### config.mk
export PLATFORM = sky130hd
export DESIGN_NAME = wake_frame_ctrl
export DESIGN_NICKNAME = d
export VERILOG_FILES = /design/src/rtl/wake_pkg.sv /design/src/rtl/wake_seq_matcher.sv /design/src/rtl/wake_pg_timer.sv /design/src/rtl/wake_status.sv /design/src/rtl/wake_frame_ctrl.sv
export SDC_FILE = /design/constraint.sdc
export NUM_CORES = 1
export LEC_CHECK = 0
export ABC_CLOCK_PERIOD_IN_PS = 3250
export BUFFER_PORTS_ARGS = -buffer_cell sky130_fd_sc_hd__buf_2
export CELL_PAD_IN_SITES_DETAIL_PLACEMENT = 0
export CELL_PAD_IN_SITES_GLOBAL_PLACEMENT = 1
export CORE_ASPECT_RATIO = 1.25
export CORE_MARGIN = 10
export CORE_UTILIZATION = 36
export DETAILED_ROUTE_END_ITERATION = 8
export PLACE_DENSITY = 0.85
export SYNTH_ARGS = -nofsm -noshare
export SYNTH_HDL_FRONTEND = slang
export SYNTH_SLANG_ARGS = --single-unit
### constraint.sdc
create_clock -name clk -period 3.25 [get_ports clk]
set_input_delay 0.1625 -clock clk [delete_from_list [all_inputs] [get_ports clk]]
set_output_delay 0.1625 -clock clk [all_outputs]
set_load 0.01 [all_outputs]
### src/rtl/wake_pkg.sv
package wake_pkg;

    localparam logic [7:0] SYNC_BYTE  = 8'hFF;
    localparam int         ADDR_BYTES = 6;

    typedef struct packed {
        logic match;
        logic wake_irq;
        logic pm_status;
    } wake_flags_t;

    function automatic int ceil_div(input int num, input int den);
        return (num + den - 1) / den;
    endfunction

    // Byte i of the address in reception order (i = 0 is bits 47:40).
    function automatic logic [7:0] addr_byte(input logic [47:0] addr, input logic [2:0] idx);
        logic [47:0] shifted;
        shifted = addr << (8 * idx);
        return shifted[47:40];
    endfunction

endpackage

### src/rtl/wake_seq_matcher.sv
module wake_seq_matcher
    import wake_pkg::*;
#(
    parameter int SYNC_LEN    = 6,
    parameter int ADDR_COPIES = 16
) (
    input  logic        clk,
    input  logic        rst,
    input  logic        restart,
    input  logic        byte_vld,
    input  logic [7:0]  byte_d,
    input  logic [47:0] addr,
    output logic        found
);
    localparam int SW = $clog2(SYNC_LEN + 1);
    localparam int CW = $clog2(ADDR_COPIES + 1);
    localparam int IW = $clog2(ADDR_BYTES);

    logic [SW-1:0] sync_cnt;
    logic [CW-1:0] copy_cnt;
    logic [IW-1:0] idx;
    logic [7:0]    exp_byte;
    logic          at_first;

    assign exp_byte = addr_byte(addr, 3'(idx));
    assign at_first = (copy_cnt == '0) && (idx == '0);

    always_ff @(posedge clk) begin
        if (rst || restart) begin
            sync_cnt <= '0;
            copy_cnt <= '0;
            idx      <= '0;
            found    <= 1'b0;
        end else if (byte_vld && !found) begin
            if (sync_cnt < SW'(SYNC_LEN)) begin
                sync_cnt <= (byte_d == SYNC_BYTE) ? sync_cnt + 1'b1 : '0;
            end else if (byte_d == exp_byte) begin
                if (idx == IW'(ADDR_BYTES - 1)) begin
                    idx <= '0;
                    copy_cnt <= copy_cnt + 1'b1;
                    if (copy_cnt == CW'(ADDR_COPIES - 1)) found <= 1'b1;
                end else begin
                    idx <= idx + 1'b1;
                end
            end else begin
                idx      <= '0;
                copy_cnt <= '0;
                if (byte_d == SYNC_BYTE)
                    sync_cnt <= at_first ? SW'(SYNC_LEN) : SW'(1);
                else
                    sync_cnt <= '0;
            end
        end
    end

    AST_SYNC_BOUND: assert property (@(posedge clk) disable iff (rst)
        sync_cnt <= SW'(SYNC_LEN)) else $error("sync count overrun");
    AST_RESTART_CLEARS: assert property (@(posedge clk) disable iff (rst)
        restart |=> !found) else $error("found survived restart");
    AST_FOUND_HOLDS: assert property (@(posedge clk) disable iff (rst)
        (found && !restart) |=> found) else $error("found dropped");

endmodule

### src/rtl/wake_pg_timer.sv
module wake_pg_timer #(
    parameter int LOW_CYC = 10
) (
    input  logic clk,
    input  logic rst,
    input  logic pwr_good,
    output logic pg_ready
);
    localparam int CW = $clog2(LOW_CYC + 1);

    logic [CW-1:0] low_cnt;

    always_ff @(posedge clk) begin
        if (rst || pwr_good)
            low_cnt <= '0;
        else if (low_cnt != CW'(LOW_CYC))
            low_cnt <= low_cnt + 1'b1;
    end

    assign pg_ready = (low_cnt == CW'(LOW_CYC));

    AST_PG_RESTART: assert property (@(posedge clk) disable iff (rst)
        pwr_good |=> !pg_ready) else $error("low timer not restarted");

endmodule

### src/rtl/wake_status.sv
module wake_status
    import wake_pkg::*;
(
    input  logic clk,
    input  logic rst,
    input  logic detect,
    input  logic clr_match,
    input  logic clr_wake_irq,
    input  logic clr_pm_status,
    input  logic pm_evt_en,
    input  logic pm_evt_ovr,
    input  logic irq_global_en,
    input  logic irq_wake_en,
    input  logic ind_sel,
    input  logic ind_pol,
    output wake_flags_t flags,
    output logic pm_event,
    output logic irq,
    output logic indicator
);
    logic ind_on;

    always_ff @(posedge clk) begin
        if (rst) begin
            flags <= '0;
        end else if (detect) begin
            flags <= '{match: 1'b1, wake_irq: 1'b1, pm_status: 1'b1};
        end else begin
            if (clr_match)     flags.match     <= 1'b0;
            if (clr_wake_irq)  flags.wake_irq  <= 1'b0;
            if (clr_pm_status) flags.pm_status <= 1'b0;
        end
    end

    assign pm_event  = flags.pm_status & (pm_evt_en | pm_evt_ovr);
    assign irq       = flags.wake_irq & irq_global_en & irq_wake_en;
    assign ind_on    = ind_sel & flags.match;
    assign indicator = ind_pol ? ind_on : ~ind_on;

    AST_DETECT_SETS_ALL: assert property (@(posedge clk) disable iff (rst)
        detect |=> (flags.match && flags.wake_irq && flags.pm_status)) else $error("flags not set");
    AST_CLEAR_WORKS: assert property (@(posedge clk) disable iff (rst)
        (clr_match && !detect) |=> !flags.match) else $error("clear ignored");
    AST_EVT_GATED: assert property (@(posedge clk) disable iff (rst)
        pm_event |-> (pm_evt_en || pm_evt_ovr)) else $error("event ungated");
    AST_IRQ_GATED: assert property (@(posedge clk) disable iff (rst)
        irq |-> (irq_global_en && irq_wake_en)) else $error("irq ungated");

endmodule

### src/rtl/wake_frame_ctrl.sv
module wake_frame_ctrl
    import wake_pkg::*;
#(
    parameter int CLK_PERIOD_PS = 20000,
    parameter int MIN_LOW_PS    = 200000,
    parameter int SYNC_LEN      = 6,
    parameter int ADDR_COPIES   = 16
) (
    input  logic        clk,
    input  logic        rst,
    input  logic        rx_sof,
    input  logic        rx_valid,
    input  logic [7:0]  rx_data,
    input  logic        rx_eof,
    input  logic        rx_err,
    input  logic [47:0] station_addr,
    input  logic        mode_en,
    input  logic        pm_evt_en,
    input  logic        pm_evt_ovr,
    input  logic        irq_global_en,
    input  logic        irq_wake_en,
    input  logic        ind_sel,
    input  logic        ind_pol,
    input  logic        pwr_good,
    input  logic        clr_match,
    input  logic        clr_wake_irq,
    input  logic        clr_pm_status,
    output logic        match_flag,
    output logic        wake_irq_flag,
    output logic        pm_status_flag,
    output logic        pm_event,
    output logic        irq,
    output logic        indicator,
    output logic        frame_drop,
    output logic        rx_suspend
);
    localparam int LOW_CYC = ceil_div(MIN_LOW_PS, CLK_PERIOD_PS);

    logic        pg_ready;
    logic        armed;
    logic        found;
    logic        detect;
    wake_flags_t flags;

    wake_pg_timer #(.LOW_CYC(LOW_CYC)) u_pg (
        .clk(clk), .rst(rst), .pwr_good(pwr_good), .pg_ready(pg_ready)
    );

    assign armed = mode_en & pg_ready & ~pwr_good;

    wake_seq_matcher #(.SYNC_LEN(SYNC_LEN), .ADDR_COPIES(ADDR_COPIES)) u_match (
        .clk(clk), .rst(rst),
        .restart(rx_sof | rx_eof | ~armed),
        .byte_vld(rx_valid), .byte_d(rx_data), .addr(station_addr),
        .found(found)
    );

    assign detect = armed & rx_eof & ~rx_err & found;

    wake_status u_stat (
        .clk(clk), .rst(rst), .detect(detect),
        .clr_match(clr_match), .clr_wake_irq(clr_wake_irq), .clr_pm_status(clr_pm_status),
        .pm_evt_en(pm_evt_en), .pm_evt_ovr(pm_evt_ovr),
        .irq_global_en(irq_global_en), .irq_wake_en(irq_wake_en),
        .ind_sel(ind_sel), .ind_pol(ind_pol),
        .flags(flags), .pm_event(pm_event), .irq(irq), .indicator(indicator)
    );

    assign match_flag     = flags.match;
    assign wake_irq_flag  = flags.wake_irq;
    assign pm_status_flag = flags.pm_status;

    always_ff @(posedge clk) begin
        if (rst) begin
            frame_drop <= 1'b0;
            rx_suspend <= 1'b0;
        end else begin
            frame_drop <= detect;
            if (pwr_good || !mode_en) rx_suspend <= 1'b0;
            else if (detect)          rx_suspend <= 1'b1;
        end
    end

    AST_SUSPEND_RELEASE: assert property (@(posedge clk) disable iff (rst)
        (pwr_good || !mode_en) |=> !rx_suspend) else $error("suspend held");
    AST_ERR_NO_DROP: assert property (@(posedge clk) disable iff (rst)
        (rx_eof && rx_err) |=> !frame_drop) else $error("error frame dropped as wake");
    AST_DROP_ONE_CYCLE: assert property (@(posedge clk) disable iff (rst)
        frame_drop |-> (match_flag && wake_irq_flag && pm_status_flag && rx_suspend)) else $error("drop without flags");
    AST_PG_DISARMS: assert property (@(posedge clk) disable iff (rst)
        pwr_good |-> !armed) else $error("armed with power good");

endmodule

### Word level (Yosys, flattened, before mapping)

Cells that the tools add are included.

* reductions and logical operators: 17
* add/subtract/negate cells: 4
* divide/modulo/power cells: 0
* $lt $le $gt $ge: 1
* bitwise logic cells: 17
* shift-type cells: 1
* $mul: 0
* muxes and demuxes: 14
* equal/unequal tests: 8

Operators by type and width (count)
* $shl A48 B6 Y48: 1
* $mux W3: 8
* $mux W5: 2
* $and A1 B1 Y1: 9
* $eq A8 B8 Y1: 1
* $eq A8 B8 Y1 const B: 1
* $add A3 B1 Y3 const B: 2
* $reduce_bool A2 Y1: 3
* $add A5 B1 Y5 const B: 1
* $eq A5 B4 Y1 const B: 1
* $logic_not A5 Y1: 1
* $not A1 Y1: 5
* $reduce_and A5 Y1: 1
* $add A4 B1 Y4 const B: 1
* $eq A4 B4 Y1 const B: 1
* $mux W1: 4
* $ne A4 B4 Y1 const B: 1
* $reduce_and A2 Y1: 2
* $eq A3 B3 Y1 const B: 1
* $logic_not A3 Y1: 1
* $logic_or A1 B1 Y1: 3
* $lt A3 B3 Y1 const B: 1
* $or A1 B1 Y1: 3
* $reduce_and A3 Y1: 1
* other kinds (5): 7

* output and inout bits: 8
* memory bits (read-only): 0
* bits of input ports: 73
* RAM bits: 0
* logic and storage cells: 72
* latch bits: 0
* register bits after elaboration: 21
* memories kept: 0

### Longest topological paths before layout

* depth in word-level cells: 7
* depth in mapped cells: 10
* depth with buffers taken out: 8

### By module

Synthesis repeated with hierarchy kept, for this count alone.

* cell total of the unflattened synthesis: 230
* area, all modules: 1844.3 um^2

Modules (own cells, without submodules)
* wake_seq_matcher: instances 1, area an instance 1390.1 um^2, seq. area each 240.2 um^2, cells each 186
* wake_pg_timer: instances 1, area an instance 234.0 um^2, seq. area each 80.1 um^2, cells each 21
* wake_status: instances 1, area an instance 123.9 um^2, seq. area each 60.1 um^2, cells each 14
* wake_frame_ctrl: instances 1, area an instance 96.3 um^2, seq. area each 40.0 um^2, cells each 9

### Worst setup path before layout

Ideal clock, no wire load.

* path type: register to register
* start point: reg u_match.idx[0]
* end point: reg u_match.copy_cnt[2]
* path buffers: 4
* path slack: 1.295 ns
* period minus slack after synthesis: 1.955 ns
* data arrival time: 1.881 ns
* required time: 3.176 ns
* cell stages (with the launch flop): 11
* library setup time: 0.074 ns
* path through: dfxtp_1 buf_4 buf_6 or2_0 buf_2 o22ai_1 o22ai_1 nor4_4 buf_6 nand3_2 a31oi_2

* cells in the longest elaborated chain, start to end: 4
* elaborated cells on any way between the ends: 6
* classes of those cells: eq/ne: 3; shift: 1; mux: 1; reduce/logical: 1

RTL lines
* from (decl): RTL line wake_seq_matcher.sv:21 `logic [IW-1:0] idx;`
* from (signal assigned): RTL line wake_seq_matcher.sv:43 `idx <= idx + 1'b1;`
* $shl A48 B6 Y48: RTL line wake_pkg.sv:19 `shifted = addr << (8 * idx);`
* $eq A8 B8 Y1: RTL line wake_seq_matcher.sv:37 `end else if (byte_d == exp_byte) begin`
* $ne A2 B2 Y1 (no line)
* $reduce_and A3 Y1 (no line)
* to (signal assigned): RTL line wake_seq_matcher.sv:40 `copy_cnt <= copy_cnt + 1'b1;`
* to (decl): RTL line wake_seq_matcher.sv:20 `logic [CW-1:0] copy_cnt;`

Parallel ways exist; a longest one is shown, timed or not.
A chain may end at the register's enable or synchronous reset.

### Final worst setup path

* start point: reg u_match.idx[0]
* end point: reg u_match.copy_cnt[1]

The elaborated chain is that of the path after synthesis.

==> reports/results.ini <==
[status]
status=complete, no violations

[pwr]
cellPowerDensity_nw_per_um2=244
ir_drop_mv=0.145
leakage_nw=0.903

[synthesis]
ys.flop_type=dfxtp_1
synth-edff-count=0
syn_inst=217
synth_nets=296
synth.yosys.seq_area_share=0.238
yosys.cell_types.count=39
netlist_area_um2=1770
syn_avg_cell_area_um2=8.15
async_flop_share=0
yosysWarnings=0
ys_seq_elements=21

[timing]
hold_viol_final=0
timing.fmax_mhz=396
setup_viol=0
finalCritPeriodShare=0.777
rsz0062_at_grt=no
relSlewSlack=0.552
final_max_slew_viol_count=0
setup_tns_ns=0
finClkSkew_ns=0.00200
worst_pin_slew_ns=0.671
period_needed_ns=2.52

[grt]
grt_pass1_vias=1940
grt_usage=0.122
grt_start_max_net_pins=34
grt_pass1_wl_um=8390
grt_overflow_total=0
antenna_found_initial=0

[placed_design]
dpl.cell_count=345
globalplace.congestion=0.787
post-dp-hpwl_um=4150
port_buffers=80
placed_cell_area_um2=2160

[routing]
vias_per_cell=5.25
routedWlPerCell_um=14.3
routed_wl_um=4990
ant_nets=0
drc=0
vias=1831
dr.pass1.iters=4
drt_iter0_drc=52

[cts]
clock_latency_ns=0.26
cts_root_buf=clkbuf_8
cts.repair.resized=0
cts_setup_buffers=0
clk_pin_slew_ns=0.08
cts_buffers=3
cts_tree=yes
cts_max_path_buffers=2
clkSinkCount=21
htreeDepth=1
cts_hold_buf=0

[floorplan]
start_util=0.371
die_h_um=98.4
dieArea_um2=8130
rows=28
ios=81
core-area_um2=4760
die_width_um=82.7

[layout]
final_common_cell=buf_2
layout.cells.non_filler=349
area_growth_pct=25.0
nets=369
stdcell_area_um2=2210
drive_gt1_frac=0.318
diodes=0
post-route-util=0.464
final_cell_mix=80 x buf_2, 25 x mux2i_1, 21 x dfxtp_1, 18 x xnor2_1, 15 x o22ai_1

[worst_setup_path]
startpoint_type=flop
required_ns=3.40
end_kind=flop
rrSetupSlack_ns=0.73
path_class=flop to flop
critPathArrivalTime_ns=2.67
cp_max_fo=16

[flow_run]
max_cap_viol_count=0

[hold_path]
hold_path_class=primary input to flop

## per-stage QoR
stage               power (mW)  setup slack, ns  hold WS [ns]
finish                   0.539            0.725         0.123
CTS                      0.549            0.735         0.120
floorplan                0.318             1.29         0.239
global placement         0.374            0.784         0.403
detailed placement       0.376            0.757         0.403
global route             0.571            0.602         0.128
## synthesized netlist by cell type, types with 3 or more instances
| cell type | number | area share |
|---|---|---|
| a21o_1 | 4 | 0.017 |
| a21oi_1 | 7 | 0.020 |
| a31oi_1 | 4 | 0.014 |
| and3_1 | 11 | 0.039 |
| buf_1 | 3 | 0.0064 |
| buf_6 | 5 | 0.032 |
| clkbuf_1 | 4 | 0.0085 |
| dfxtp_1 | 21 | 0.24 |
| ha_1 | 6 | 0.042 |
| inv_1 | 7 | 0.015 |
| mux2i_1 | 25 | 0.14 |
| nand2_1 | 13 | 0.028 |
| nand2b_1 | 3 | 0.011 |
| nand3_1 | 7 | 0.020 |
| nand4_1 | 4 | 0.014 |
| nor2_1 | 9 | 0.019 |
| nor3_1 | 8 | 0.023 |
| nor4_1 | 3 | 0.011 |
| o21ai_0 | 9 | 0.025 |
| o22ai_1 | 15 | 0.053 |
| or3_1 | 10 | 0.035 |
| xnor2_1 | 18 | 0.089 |
## critical path, cell delays in order, from the launching register on
cell and delay (ns):
dfxtp_1 0.76, or2_0 0.52, o22ai_1 0.15, o22ai_1 0.36
nor4_4 0.05, buf_4 0.19, a31oi_1 0.27, o22ai_1 0.11
## registers in the layout, indices dropped and copies added (netlist names)
signal and cells:
u_pg.low_cnt 4, frame_drop 1, rx_suspend 1, u_match.found 1, u_match.copy_cnt 5, u_stat.flags 3
u_match.sync_cnt 3, u_match.idx 3
## per-layer routing
metal  global-route usage  vias to the layer above  routed length (um)
li1                     -                      937                   -
met1                0.139                      841                2000
met2                0.219                       49                2690
met3               0.0239                        4                 254
met4               0.0284                        0                  43
met5                    0                        -                   0
## power breakdown
part	switching, mW	internal [mW]
clock network	0.0847	0.0854
registers	0.00109	0.258
logic	0.0482	0.0615
## final timing paths
path,from,to,cells past startpoint
max,u_match.idx[0],u_match.copy_cnt[1],7
min,rx_err,frame_drop,2
max reg2reg,u_match.idx[0],u_match.copy_cnt[1],7
min reg2reg,u_stat.flags[1],u_stat.flags[1],1
## logic make-up after synthesis
| kind of cell | after synthesis | synth area share |
|---|---|---|
| adder cells (fa/ha/maj) | 6 | 0.0425 |
| flip-flops | 21 | 0.238 |
| XOR/XNOR | 20 | 0.0991 |
| multiplexers | 25 | 0.142 |
| AND/OR/NAND/NOR | 77 | 0.245 |
| AO/OA/AOI/OAI | 47 | 0.166 |
| buffers and inverters | 21 | 0.0686 |
## layout make-up
cell class                      count  area (um^2)
Clock buffer                        3         41.3
Clock inverter                      1         5.00
Fill cell                         512         2550
Inverter                            7         26.3
Multi-Input combinational cell    175         1230
Sequential cell                    21          420
Tap cell                           60         75.1
Timing Repair Buffer               82          415
Note: power is estimated with default switching activity, not from simulation.
